===== src/rtl/evtmap_pkg.sv =====
package evtmap_pkg;
  localparam int EVT_W      = 20;
  localparam int NUM_SLOTS  = 5;
  localparam int FIRST_PROG = 3;
  localparam int SLOT_CYC   = 0;
  localparam int SLOT_INS   = 1;

  function automatic logic [EVT_W-1:0] slot_code(input int s);
    case (s)
      0:       return 20'h00001;
      1:       return 20'h00002;
      2:       return 20'h10019;
      3:       return 20'h1001B;
      default: return 20'h10021;
    endcase
  endfunction
endpackage


===== src/rtl/evtmap_code_dec.sv =====
module evtmap_code_dec
  import evtmap_pkg::*;
(
  input  logic [EVT_W-1:0]     id_i,
  output logic [NUM_SLOTS-1:0] hit_o
);
  for (genvar s = 0; s < NUM_SLOTS; s++) begin : g_cmp
    assign hit_o[s] = (id_i == slot_code(s));
  end
endmodule


===== src/rtl/evtmap_tgt_chk.sv =====
module evtmap_tgt_chk
  import evtmap_pkg::*;
#(
  parameter int NUM_CTRS = 32,
  parameter int CTR_W    = $clog2(NUM_CTRS) + 1
) (
  input  logic [CTR_W-1:0]    idx_i,
  input  logic [NUM_CTRS-1:0] avail_i,
  output logic                ok_o
);
  localparam int IW = $clog2(NUM_CTRS);

  logic in_rng;
  assign in_rng = (int'(idx_i) >= FIRST_PROG) && (int'(idx_i) < NUM_CTRS);
  assign ok_o   = in_rng && avail_i[idx_i[IW-1:0]];
endmodule


===== src/rtl/evtmap_slot.sv =====
module evtmap_slot #(
  parameter int CTR_W = 6
) (
  input  logic             clk_i,
  input  logic             rst_ni,
  input  logic             set_i,
  input  logic             clr_i,
  input  logic [CTR_W-1:0] tgt_i,
  output logic             vld_o,
  output logic [CTR_W-1:0] tgt_o
);
  always_ff @(posedge clk_i or negedge rst_ni) begin
    if (!rst_ni) begin
      vld_o <= 1'b0;
      tgt_o <= '0;
    end else if (set_i) begin
      vld_o <= 1'b1;
      tgt_o <= tgt_i;
    end else if (clr_i) begin
      vld_o <= 1'b0;
    end
  end
endmodule


===== src/rtl/evtmap_table.sv =====
module evtmap_table
  import evtmap_pkg::*;
#(
  parameter int NUM_CTRS = 32,
  parameter int CTR_W    = $clog2(NUM_CTRS) + 1,
  parameter int SEL_W    = 64
) (
  input  logic                clk_i,
  input  logic                rst_ni,
  input  logic [NUM_CTRS-1:0] avail_mask_i,
  input  logic                sel_we_i,
  input  logic [CTR_W-1:0]    sel_ctr_i,
  input  logic [SEL_W-1:0]    sel_val_i,
  input  logic                evt_valid_i,
  input  logic [EVT_W-1:0]    evt_id_i,
  output logic [NUM_CTRS-1:0] inc_o,
  input  logic [CTR_W-1:0]    query_ctr_i,
  output logic                is_cycle_o,
  output logic                is_instr_o,
  output logic                reject_o
);
  logic [NUM_SLOTS-1:0] vld, sel_hit, evt_hit;
  logic [CTR_W-1:0]     tgt [NUM_SLOTS];
  logic                 tgt_ok, sel_nz, rej_d;

  evtmap_code_dec i_sel_dec (.id_i(sel_val_i[EVT_W-1:0]), .hit_o(sel_hit));
  evtmap_code_dec i_evt_dec (.id_i(evt_id_i),             .hit_o(evt_hit));

  evtmap_tgt_chk #(.NUM_CTRS(NUM_CTRS), .CTR_W(CTR_W)) i_tgt_chk (
    .idx_i(sel_ctr_i), .avail_i(avail_mask_i), .ok_o(tgt_ok)
  );

  assign sel_nz = |sel_val_i;

  for (genvar s = 0; s < NUM_SLOTS; s++) begin : g_slot
    logic set_s, clr_s;
    // first claim wins: set only into a free slot
    assign set_s = sel_we_i && tgt_ok && sel_nz && sel_hit[s] && !vld[s];
    // zero write unbinds by target counter
    assign clr_s = sel_we_i && tgt_ok && !sel_nz && vld[s] && (tgt[s] == sel_ctr_i);
    evtmap_slot #(.CTR_W(CTR_W)) i_slot (
      .clk_i, .rst_ni, .set_i(set_s), .clr_i(clr_s), .tgt_i(sel_ctr_i),
      .vld_o(vld[s]), .tgt_o(tgt[s])
    );
  end

  always_comb begin
    inc_o = '0;
    for (int c = 0; c < NUM_CTRS; c++)
      for (int s = 0; s < NUM_SLOTS; s++)
        if (evt_valid_i && evt_hit[s] && vld[s] && (tgt[s] == CTR_W'(c)))
          inc_o[c] = 1'b1;
  end

  assign is_cycle_o = (query_ctr_i == CTR_W'(0)) ||
                      (vld[SLOT_CYC] && (tgt[SLOT_CYC] == query_ctr_i));
  assign is_instr_o = (query_ctr_i == CTR_W'(2)) ||
                      (vld[SLOT_INS] && (tgt[SLOT_INS] == query_ctr_i));

  assign rej_d = sel_we_i && (!tgt_ok || (sel_nz && !(|sel_hit)));

  always_ff @(posedge clk_i or negedge rst_ni) begin
    if (!rst_ni) reject_o <= 1'b0;
    else         reject_o <= rej_d;
  end
endmodule


===== config.mk =====
export PLATFORM = sky130hd
export DESIGN_NAME = evtmap_table
export DESIGN_NICKNAME = d
export VERILOG_FILES = /design/src/rtl/evtmap_pkg.sv /design/src/rtl/evtmap_code_dec.sv /design/src/rtl/evtmap_tgt_chk.sv /design/src/rtl/evtmap_slot.sv /design/src/rtl/evtmap_table.sv
export SDC_FILE = /design/constraint.sdc
export NUM_CORES = 1
export LEC_CHECK = 0
export ABC_AREA = 0
export CAP_MARGIN = 20
export CORE_MARGIN = 2
export CORE_UTILIZATION = 56
export DETAILED_ROUTE_END_ITERATION = 7
export DONT_BUFFER_PORTS = 1
export GPL_TIMING_DRIVEN = 0
export HOLD_SLACK_MARGIN = 0.02
export PLACE_DENSITY = 0.72
export SYNTH_ARGS = -nofsm -noshare
export SYNTH_HDL_FRONTEND = slang
export SYNTH_HIERARCHICAL = 1
export SYNTH_SLANG_ARGS = --single-unit

===== constraint.sdc =====
create_clock -name clk_i -period 5.25 [get_ports clk_i]
set_clock_uncertainty 0.15 [all_clocks]
set_input_delay 1.3125 -clock clk_i [delete_from_list [all_inputs] [get_ports clk_i]]
set_output_delay 1.3125 -clock clk_i [all_outputs]
set_load 0.005 [all_outputs]

* Yosys cells after proc, flatten, opt, wreduce, memory -nomap -nowiden
Cells that the tools add are included.
Operators by class: add/sub/neg operators 0, $mul 0, divide/modulo/power cells 0, magnitude comparators 3, equality and inequality tests 173, shifts and indexed selects 0, multiplexer cells 172, bitwise logic cells 0, reduce and logical (&&, ||, !) cells 223
Operator list (number):
- $eq 6x5->1 const B | 80
- $eq 6x4->1 const B | 40
- $logic_and 1x1->1 | 199
- $mux 1 | 171
- $eq 20x17->1 const B | 6
- $eq 6x3->1 const B | 20
- $eq 6x2->1 const B | 11
- $reduce_or 64->1 | 1
- $eq 6x6->1 | 7
- $eq 20x1->1 const B | 2
- $eq 20x2->1 const B | 2
- $logic_not 6->1 | 6
- $eq 6x1->1 const B | 5
- $reduce_bool 2->1 | 5
- $logic_not 1->1 | 8
- $ge 6x2->1 const B | 1
- $lt 5x6->1 const B | 1
- $lt 6x6->1 const B | 1
- $bmux 1 s5 | 1
- $reduce_or 5->1 | 1
- $logic_or 1x1->1 | 3
Storage, ports and cells: register bits 36, bits in latches 0, RAM bits 0, memory bits (read-only) 0, input port bits 132, output and inout port bits 35, word-level logic and storage cells 582, memories kept 0

* Longest topological paths before layout
Gate-level depths: netlist of the first run.
depth in word-level cells 9, mapped depth 9, mapped depth without buffers 8

* Modules after synthesis
The synthesis of the first run kept the hierarchy.
Modules (own cells, without submodules):
- evtmap_table | times used 1, cells an instance 359, area each 2272.2 um^2, sequential area each 25.0 um^2
- evtmap_slot | times used 5, cells an instance 16, area each 289.0 um^2, sequential area each 175.2 um^2
- evtmap_code_dec | times used 2, cells an instance 19, area each 163.9 um^2, sequential area each 0.0 um^2
- evtmap_tgt_chk | times used 1, cells an instance 27, area each 295.3 um^2, sequential area each 0.0 um^2

* Least setup slack after synthesis of the first run
No wires, ideal clock.
path kind in2out, start point input port evt_id_i[7], end point output port inc_o[10], arrival time 2.834 ns, required time 3.788 ns, path slack 0.953 ns, stages on the path 7, path buffers 0, path through nor4_4 nand4_2 nor3_2 nand4b_1 nor4b_1 a22oi_1 nand3_1
On the way: elaborated cells on any way between the ends 25, classes of those cells eq/ne (5); mux (5); reduce/logical (15)
RTL lines:
- start, declared | RTL line evtmap_table.sv:15 | input logic [EVT_W-1:0] evt_id_i,
- $eq 20x17->1 | RTL line evtmap_code_dec.sv:8 | assign hit_o[s] = (id_i == slot_code(s));
- net evt_hit[3] | RTL line evtmap_table.sv:22 | logic [NUM_SLOTS-1:0] vld, sel_hit, evt_hit;
- $logic_and 1x1->1 (3 in series) | RTL line evtmap_table.sv:51 | if (evt_valid_i && evt_hit[s] && vld[s] && (tgt[s] == CTR_W'(c)))
- $mux 1 (2 in series) | RTL line evtmap_table.sv:51
- end, declared | RTL line evtmap_table.sv:16 | output logic [NUM_CTRS-1:0] inc_o,
The timed path passes the listed nets, and every way through them passes these cells.

* Worst setup path in the final report of the first run
start point input port evt_id_i[11], end point output port inc_o[0]
On the way: elaborated cells on any way between the ends 25, classes of those cells eq/ne (5); mux (5); reduce/logical (15)
RTL lines (RTL line):
- $eq 20x2->1 | evtmap_code_dec.sv:8
- net evt_hit[1] | evtmap_table.sv:22
- $logic_and 1x1->1 (3 in series) | evtmap_table.sv:51
- $mux 1 (4 in series) | evtmap_table.sv:51
The timed path passes the listed nets, and every way through them passes these cells.

==> flow_summary.ini, run 1 <==
[timing]
hold_viol_final = 0
finalSetupViolCount = 0
worstMarginPinSlew_ns = 0.995
slew_viol_final = 0
rsz0062_at_grt = no
timing.slew.headroom_pct = 33.0
layout_min_cycle_time_ns = 5.05
fin_setup_tns_ns = 0
period_share_pct = 96.2
max_freq_mhz = 198

[clock_tree]
ctsHoldBuffers = 0
path_clk_slew_ns = 0.07
cts.sinks = 36
cts.path.max_buffers = 2
htree_levels = 2
cts_buffers = 5
tritoncts = built
cts_resized = 0
clk_latency_ns = 0.29
postCtsSetupBuffers = 0
root_buffer = clkbuf_8

[final_layout]
antennaDiodeCount = 0
drive_gt1_share_pct = 14.4
fin_util_pct = 60.3
nets = 645
area_growth_pct = 5.65

[setup_path]
rrSetupSlack_ns = 3.20
worstSetupEndpoint = inc_o[0]
r2r_end = g_slot[1].i_slot/vld_o$_DFFE_PN0P_
cp_max_fo = 7
cp-startpoint = evt_id_i[11]
crit_type = primary input to primary output
start_kind = primary input
r2r_cells = 6
cp-end-kind = primary output
required_ns = 3.79
crit-reg2reg-launch = g_slot[1].i_slot/tgt_o[4]$_DFFE_PN0P_
cp.arrival_ns = 3.59

[power_and_ir_drop]
swShare_pct = 21.6
clkPwrFrac_pct = 41.5
p_int_w = 0.000450
pwr-share-seq_pct = 48.5
p_comb_share_pct = 10.0
p_switching_w = 0.000124
p_per_area_nw_per_um2 = 125
p_leak_nw = 1.58
vdd.ir_drop.worst_mv = 0.165

[synth]
avgSynthCellArea_um2 = 8.61
async_reset_ff_share_pct = 100
synth-xor-area-share_pct = 8.07
muxShareOfSynthArea_pct = 13.8
synth_top_area_cell = dfrtp_1
syn-cell-area_um2 = 4340
synth_compound_area_share_pct = 14.3
synthFlopType = dfrtp_1
synth_top_family_by_area = simple AND/OR/NAND/NOR gates
synth_edf_count = 0
yosysWarnings = 6
synth-simple-area-share_pct = 37.6
syn_nets = 636
synth-seq-cells = 36
netlist.area_leader.share_pct = 20.8
synthCells = 504
ys_seq_area_share_pct = 20.8
synthAdderAreaFrac_pct = 0
ys_types = 52
yosys-top-cells-count = 36 x dfrtp_1, 36 x xnor2_1, 35 x nor2_1, 32 x nand3_1, 31 x clkbuf_1
synth.area.top_cells = dfrtp_1 21%, mux2_4 10%, xnor2_1 7.3%

[detailed_routing]
remaining_drc_errors = 0
drtIter0Drc = 404
num_vias = 4518
wl_um = 15200
ant_nets = 0
vias_per_cell = 7.33
drtPass1Iterations = 7
avgRoutedWirePerCell_um = 24.6

[worst_hold_path]
hold_class = flip-flop to flip-flop

[die]
die_area_um2 = 8470
initial_core_util_pct = 57.1
io_pins = 167
die_h_um = 92.0
rows = 32
fp.dieW_um = 92.0
fp.coreArea_um2 = 7610

[global_route]
antenna_found_initial = 0
grt_usage_pct = 35.3
grt_pass1_vias = 4548
overflow = 0
grt_max_degree = 37
grt_pass1_wl_um = 23500

[placed_design]
place_congestion = 1.02
hpwl_um = 11700
port_buffers = 0

[run_status]
status = completed

[flow_run]
drv_cap = 0
-- critical path: stages --
cell and delay, ns:
nor4_4 0.29, nand4_2 0.18, nor3_2 0.17, nand4b_1 0.41
nor4_1 0.86, a22oi_1 0.20, nand3_1 0.16
-- kinds of logic after synthesis --
group                     Yosys count
muxes                              38
and+or+nand+nor                   261
AOI/OAI and AO/OA                  80
DFF                                36
buffers and inverters              49
xor gates and xnor gates           40
-- power by group through the flow --
stage	logic [W]	registers, W	clock network (W)
after floorplan	0.0000496	0.000283	0
after global placement	0.0000549	0.000284	0
after detailed placement	0.0000568	0.000283	0
after CTS	0.0000572	0.000278	0.000241
after global routing	0.0000622	0.000278	0.000253
final	0.0000571	0.000278	0.000238
-- through the flow --
| step | cells | setup slack, ns | area [um2] | total power [W] | hold WS (ns) |
|---|---|---|---|---|---|
| finish | 616 | 0.200 | 4590 | 0.000574 | 0.363 |
| global route | 616 | 0.109 | 4590 | 0.000593 | 0.376 |
| CTS | 614 | 0.326 | 4580 | 0.000577 | 0.367 |
| detailed placement | 606 | 0.330 | 4470 | 0.000340 | 0.344 |
| global placement | 606 | 0.373 | 4470 | 0.000338 | 0.345 |
| floorplan | 504 | 0.953 | 4340 | 0.000333 | 0.330 |
-- layout make-up --
cell class	count	area [um2]
Clock inverter	2	35.0
Multi-Input combinational cell	419	3210
Buffer	40	200
Tap cell	102	128
Clock buffer	6	72.6
Sequential cell	36	901
Inverter	9	33.8
Fill cell	697	3020
Timing Repair Buffer	2	10.0
-- registers in the layout (all words and copies together), names as in the netlist --
register and cells:
g_slot.i_slot/tgt_o 30, g_slot.i_slot/vld_o 5, reject_o 1
-- worst min path at each step --
stage                                             to  depth (start not counted)                                   from  slack (ns)
4_1_cts        g_slot[1].i_slot/tgt_o[2]$_DFFE_PN0P_                          1  g_slot[1].i_slot/tgt_o[2]$_DFFE_PN0P_        0.37
3_3_place_gp   g_slot[3].i_slot/tgt_o[2]$_DFFE_PN0P_                          1  g_slot[3].i_slot/tgt_o[2]$_DFFE_PN0P_        0.34
5_1_grt        g_slot[1].i_slot/tgt_o[2]$_DFFE_PN0P_                          1  g_slot[1].i_slot/tgt_o[2]$_DFFE_PN0P_        0.38
2_1_floorplan  g_slot[0].i_slot/tgt_o[0]$_DFFE_PN0P_                          1  g_slot[0].i_slot/tgt_o[0]$_DFFE_PN0P_        0.33
6_report       g_slot[1].i_slot/tgt_o[2]$_DFFE_PN0P_                          1  g_slot[1].i_slot/tgt_o[2]$_DFFE_PN0P_        0.36
3_5_place_dp   g_slot[0].i_slot/tgt_o[1]$_DFFE_PN0P_                          1  g_slot[0].i_slot/tgt_o[1]$_DFFE_PN0P_        0.34
-- routing by layer --
layer / vias up / GRT usage, % / wire length, um
met5: - / 0 / 0
met1: 2178 / 45.0 / 5810
met4: 0 / 17.7 / 698
li1: 1973 / - / -
met2: 316 / 57.8 / 7110
met3: 51 / 5.92 / 1540
-- layout by cell type (no fill, tap or decap), types with 20 or more instances in the layout --
cell type and instances:
clkbuf_1 32, dfrtp_1 36, a22oi_1 20, mux2_4 30, nand2_1 28, nor2b_1 20, nor4_1 29, xnor2_1 36
nand3_1 32, nor2_1 35
No activity file was read; power rests on OpenSTA's default activity.
==> run 2, diff against run 1 <==
--- a/config.mk
+++ b/config.mk
@@ -7,7 +7,6 @@
 export LEC_CHECK = 0
 export ABC_AREA = 0
 export CAP_MARGIN = 20
-export CORE_MARGIN = 2
 export CORE_UTILIZATION = 56
 export DETAILED_ROUTE_END_ITERATION = 7
 export DONT_BUFFER_PORTS = 1
==> constraint.sdc (replaced) <==
create_clock -name clk_i -period 5.25 [get_ports clk_i]
set_clock_uncertainty 0.15 [all_clocks]
set_input_delay 1.3125 -clock clk_i [delete_from_list [all_inputs] [get_ports clk_i]]
set_output_delay 1.3125 -clock clk_i [all_outputs]
set_load 0.05 [all_outputs]
==> run 2 against run 1 <==
First-iteration DRC count increased by 10%. Count of clock-buffer cells in the layout increased by 1. Design area decreased by 0.25%. Hold slack better by 0.0029 ns. Register-to-register slack improved by 0.06 ns. Sequential power about the same. Via count down 0.15%. Clock power down 19%. Worst setup slack worse by 0.16 ns. Critical path type unchanged.
==> flow_summary.ini, run 2 (synthesis results as in run 1) <==
[placed_design]
hpwl_um = 11100
dp.cells = 603
port_buffers = 0
placed_area_um2 = 4460
place_congestion = 0.957

[detailed_routing]
remaining_drc_errors = 0
drtIter0Drc = 445
ant_nets = 0
drtPass1Iterations = 5
wl_um = 14800
avgRoutedWirePerCell_um = 24.2
num_vias = 4511
vias_per_cell = 7.38

[clock_tree]
root_buffer = clkbuf_8
clk_latency_ns = 0.29
cts.sinks = 36
htree_levels = 2
cts_buffers = 5
tritoncts = built
cts.path.max_buffers = 2
path_clk_slew_ns = 0.07

[global_route]
grt_pass1_vias = 4325
grt_max_degree = 37
antenna_found_initial = 0
grt_pass1_wl_um = 23200
overflow = 0
grt_usage_pct = 36.3

[die]
io_pins = 167
fp.coreArea_um2 = 7370
fp.dieW_um = 90.0
initial_core_util_pct = 58.9
die_h_um = 90.0
rows = 31
die_area_um2 = 8110

[final_layout]
area_growth_pct = 5.39
finalInstanceArea_um2 = 4570
layout_common_cells = 36 x xnor2_1, 36 x dfrtp_1, 35 x nor2_1
largest_register_ff_count = 30
final_cells = 611
antennaDiodeCount = 0
drive_gt1_share_pct = 14.6
top_register = g_slot.i_slot/tgt_o
fin_util_pct = 62.1
nets = 643
largestRegisters = g_slot.i_slot/tgt_o: 30 flops, g_slot.i_slot/vld_o: 5 flops, reject_o: 1 flops

[timing]
rsz0062_at_grt = no
hold_viol_final = 0
layout_min_cycle_time_ns = 5.21
worstMarginPinSlew_ns = 1.22
finalSetupViolCount = 0
fin_setup_tns_ns = 0
timing.slew.headroom_pct = 20.1
slew_viol_final = 0
period_share_pct = 99.2
max_freq_mhz = 192

[power_and_ir_drop]
pwr-share-seq_pct = 52.7
swShare_pct = 24.0
p_per_area_nw_per_um2 = 116
p_int_w = 0.000404
vdd.ir_drop.worst_mv = 0.148
p_comb_share_pct = 10.9
power.total_w = 0.000531
p_switching_w = 0.000128
clkPwrFrac_pct = 36.4
p_leak_nw = 1.56

[flow_run]
drv_cap = 0

[setup_path]
cp.arrival_ns = 3.75
cp-startpoint = evt_id_i[11]
crit-reg2reg-launch = g_slot[4].i_slot/tgt_o[4]$_DFFE_PN0P_
crit_type = primary input to primary output
cp_max_fo = 4
cp-end-kind = primary output
required_ns = 3.79
start_kind = primary input

[worst_hold_path]
hold_class = flip-flop to flip-flop
min-delay-start = g_slot[1].i_slot/tgt_o[0]$_DFFE_PN0P_

[run_status]
status = completed
-- run 2: repair_timing --
item                       CTS  global route
setup endpoints to repair    0             6
buffers inserted             0             0
gates resized for setup      0             4
hold buffers                 0             0
-- run 2: routing by layer --
metal	GRT usage (%)	part of all wire (%)	vias up	routed length, um
met3	7.28	11	58	1600
met5	0	0	-	0
met1	46.2	39	2136	5700
met2	60.4	47	343	6920
met4	13.8	3.7	0	553
li1	-	-	1974	-
-- run 2: metrics by stage --
step                worst slack (ns)  hold WS [ns]
floorplan                      0.646         0.330
global placement              0.0844         0.342
detailed placement            0.0491         0.341
CTS                           0.0433         0.365
global route                 0.00257         0.384
finish                        0.0425         0.366
-- run 2: area by class of cell --
class / instances / area (um2)
Tap cell: 99 / 124
Inverter: 9 / 33.8
Clock buffer: 7 / 76.3
Sequential cell: 36 / 901
Multi-Input combinational cell: 419 / 3230
Clock inverter: 1 / 8.76
Fill cell: 653 / 2800
Buffer: 40 / 200
-- run 2: power by group through the flow --
stage	combinational (W)	sequential (W)	clock, W
finish	0.0000579	0.000280	0.000193
global route	0.0000628	0.000280	0.000207
CTS	0.0000579	0.000280	0.000196
detailed placement	0.0000577	0.000286	0
global placement	0.0000564	0.000286	0
floorplan	0.0000514	0.000286	0
-- run 2: worst max-delay path, stage by stage --
cell and delay, ns:
nor4_4 0.31, nand4_1 0.19, nor2_1 0.23, nand4b_1 0.23, nor4b_1 0.78, a211oi_1 0.23
o221ai_1 0.47
-- run 2: worst paths after layout --
path	slack (ns)	end	cells after the start
setup / recovery	0.04	inc_o[5]	7
hold / removal	0.37	g_slot[1].i_slot/tgt_o[0]$_DFFE_PN0P_	1
setup reg to reg	3.26	g_slot[4].i_slot/vld_o$_DFFE_PN0P_	6
hold reg to reg	0.37	g_slot[1].i_slot/tgt_o[0]$_DFFE_PN0P_	1
max in group asynchronous	4.31	g_slot[0].i_slot/tgt_o[5]$_DFFE_PN0P_	0
min in group asynchronous	0.56	g_slot[1].i_slot/tgt_o[1]$_DFFE_PN0P_	0
==> run 3, diff against run 2 <==
--- a/config.mk
+++ b/config.mk
@@ -7,12 +7,14 @@
 export LEC_CHECK = 0
 export ABC_AREA = 0
 export CAP_MARGIN = 20
-export CORE_UTILIZATION = 56
+export CELL_PAD_IN_SITES_DETAIL_PLACEMENT = 0
+export CELL_PAD_IN_SITES_GLOBAL_PLACEMENT = 2
+export CORE_UTILIZATION = 40
 export DETAILED_ROUTE_END_ITERATION = 7
 export DONT_BUFFER_PORTS = 1
 export GPL_TIMING_DRIVEN = 0
 export HOLD_SLACK_MARGIN = 0.02
-export PLACE_DENSITY = 0.72
+export PLACE_DENSITY = 0.88
 export SYNTH_ARGS = -nofsm -noshare
 export SYNTH_HDL_FRONTEND = slang
 export SYNTH_HIERARCHICAL = 1
==> run 3 against run 2 <==
Register-to-register slack worse by 0.03 ns. Hold slack got worse by 0.0030 ns. Cell count grew 6.1%. Wire length is 4.3% higher. Critical path depth stayed put. Flip-flop and latch count unchanged. Global-route usage is 8.9 points lower. Design area is 0.98% higher. Core utilization fell by 18 points. Largest power group unchanged.
==> flow_summary.ini, run 3 (synthesis results as in run 1) <==
[run_status]
status = completed

[timing]
period_share_pct = 97.8
hold_viol_final = 0
finalSetupViolCount = 0
layout_min_cycle_time_ns = 5.13
worstMarginPinSlew_ns = 1.22
fin_setup_tns_ns = 0
rsz0062_at_grt = no
max_freq_mhz = 195
timing.slew.headroom_pct = 19.9
timing.hold.ws_ns = 0.363
slew_viol_final = 0

[clock_tree]
cts.sinks = 36
root_buffer = clkbuf_8
cts_resized = 0
postCtsSetupBuffers = 0
tritoncts = built
htree_levels = 2
cts_buffers = 5
cts.path.max_buffers = 2
ctsHoldBuffers = 0
clk_latency_ns = 0.29
path_clk_slew_ns = 0.07

[final_layout]
area_growth_pct = 6.43
largest_register_ff_count = 30
nets = 643
nFillCells = 1060
layout_common_cells = 36 x xnor2_1, 36 x dfrtp_1, 35 x nor2_1
final_cells = 648
largestRegisters = g_slot.i_slot/tgt_o: 30 flops, g_slot.i_slot/vld_o: 5 flops, reject_o: 1 flops
top_register = g_slot.i_slot/tgt_o
antennaDiodeCount = 0
drive_gt1_share_pct = 14.5

[global_route]
grt_max_degree = 37
grt_pass1_vias = 4272
grt_pass1_wl_um = 23800
grt_usage_pct = 27.3
overflow = 0
antenna_found_initial = 0

[detailed_routing]
avgRoutedWirePerCell_um = 23.8
drtPass1Iterations = 5
vias_per_cell = 6.72
remaining_drc_errors = 0
ant_nets = 0
drtIter0Drc = 365
wl_um = 15400
num_vias = 4357

[power_and_ir_drop]
p_per_area_nw_per_um2 = 117
vdd.ir_drop.worst_mv = 0.0950
power.total_w = 0.000540
p_leak_nw = 1.56

[setup_path]
cp.arrival_ns = 3.67
start_kind = primary input
cp_max_fo = 4
required_ns = 3.79
crit_type = primary input to primary output
r2r_cells = 6
cp-end-kind = primary output

[die]
fp.coreArea_um2 = 10400
die_h_um = 106
rows = 37
initial_core_util_pct = 41.7
io_pins = 167
die_area_um2 = 11300
fp.dieW_um = 106

[placed_design]
place_congestion = 0.954
port_buffers = 0
dp.cells = 640
hpwl_um = 12000

[worst_hold_path]
holdPathStages = 1
hold_class = flip-flop to flip-flop

[flow_run]
drv_cap = 0
run 3: power by group:
group | total [W] | switching, W | internal (W)
clock | 0.000201 | 0.0000936 | 0.000107
sequential | 0.000280 | 0.00000244 | 0.000278
combinational | 0.0000588 | 0.0000275 | 0.0000313
run 3: worst max-delay path: stages:
cell	delay, ns
nor4_4	0.29
nand4_1	0.20
nor2_1	0.17
nand4b_1	0.22
nor4_1	0.81
a22oi_1	0.21
nand3_1	0.47
run 3: cell type report:
class | instances | area (um2) | area share, %
Clock buffer | 8 | 90.1 | 1.95
Inverter | 9 | 33.8 | 0.731
Tap cell | 136 | 170 | 3.68
Sequential cell | 36 | 901 | 19.5
Buffer | 40 | 200 | 4.33
Multi-Input combinational cell | 419 | 3220 | 69.8
run 3: per-stage QoR:
| step | area (um2) | setup slack (ns) | utilization [%] |
|---|---|---|---|
| after floorplan | 4340 | 0.646 | - |
| after global placement | 4510 | 0.0631 | 43.3 |
| after detailed placement | 4510 | 0.0534 | 43.3 |
| after CTS | 4600 | 0.0345 | 44.2 |
| after global routing | 4620 | 0.0319 | 44.3 |
| final | 4620 | 0.116 | 44.3 |
run 3: worst paths after layout:
check | startpoint | end | slack (ns)
worst max-delay path | evt_id_i[11] | inc_o[4] | 0.12
worst min-delay path | g_slot[0].i_slot/tgt_o[0]$_DFFE_PN0P_ | g_slot[0].i_slot/tgt_o[0]$_DFFE_PN0P_ | 0.36
worst max register to register | g_slot[1].i_slot/tgt_o[0]$_DFFE_PN0P_ | g_slot[1].i_slot/vld_o$_DFFE_PN0P_ | 3.23
worst min register to register | g_slot[0].i_slot/tgt_o[0]$_DFFE_PN0P_ | g_slot[0].i_slot/tgt_o[0]$_DFFE_PN0P_ | 0.36
max in group asynchronous | rst_ni | g_slot[4].i_slot/tgt_o[0]$_DFFE_PN0P_ | 4.31
min in group asynchronous | rst_ni | g_slot[3].i_slot/tgt_o[4]$_DFFE_PN0P_ | 0.56
run 3: layer usage:
metal  global-route usage (%)  routed length, um
met1                     35.7               6400
met3                     3.56               1160
met2                     45.7               7270
met5                        0                  0
met4                     10.5                575
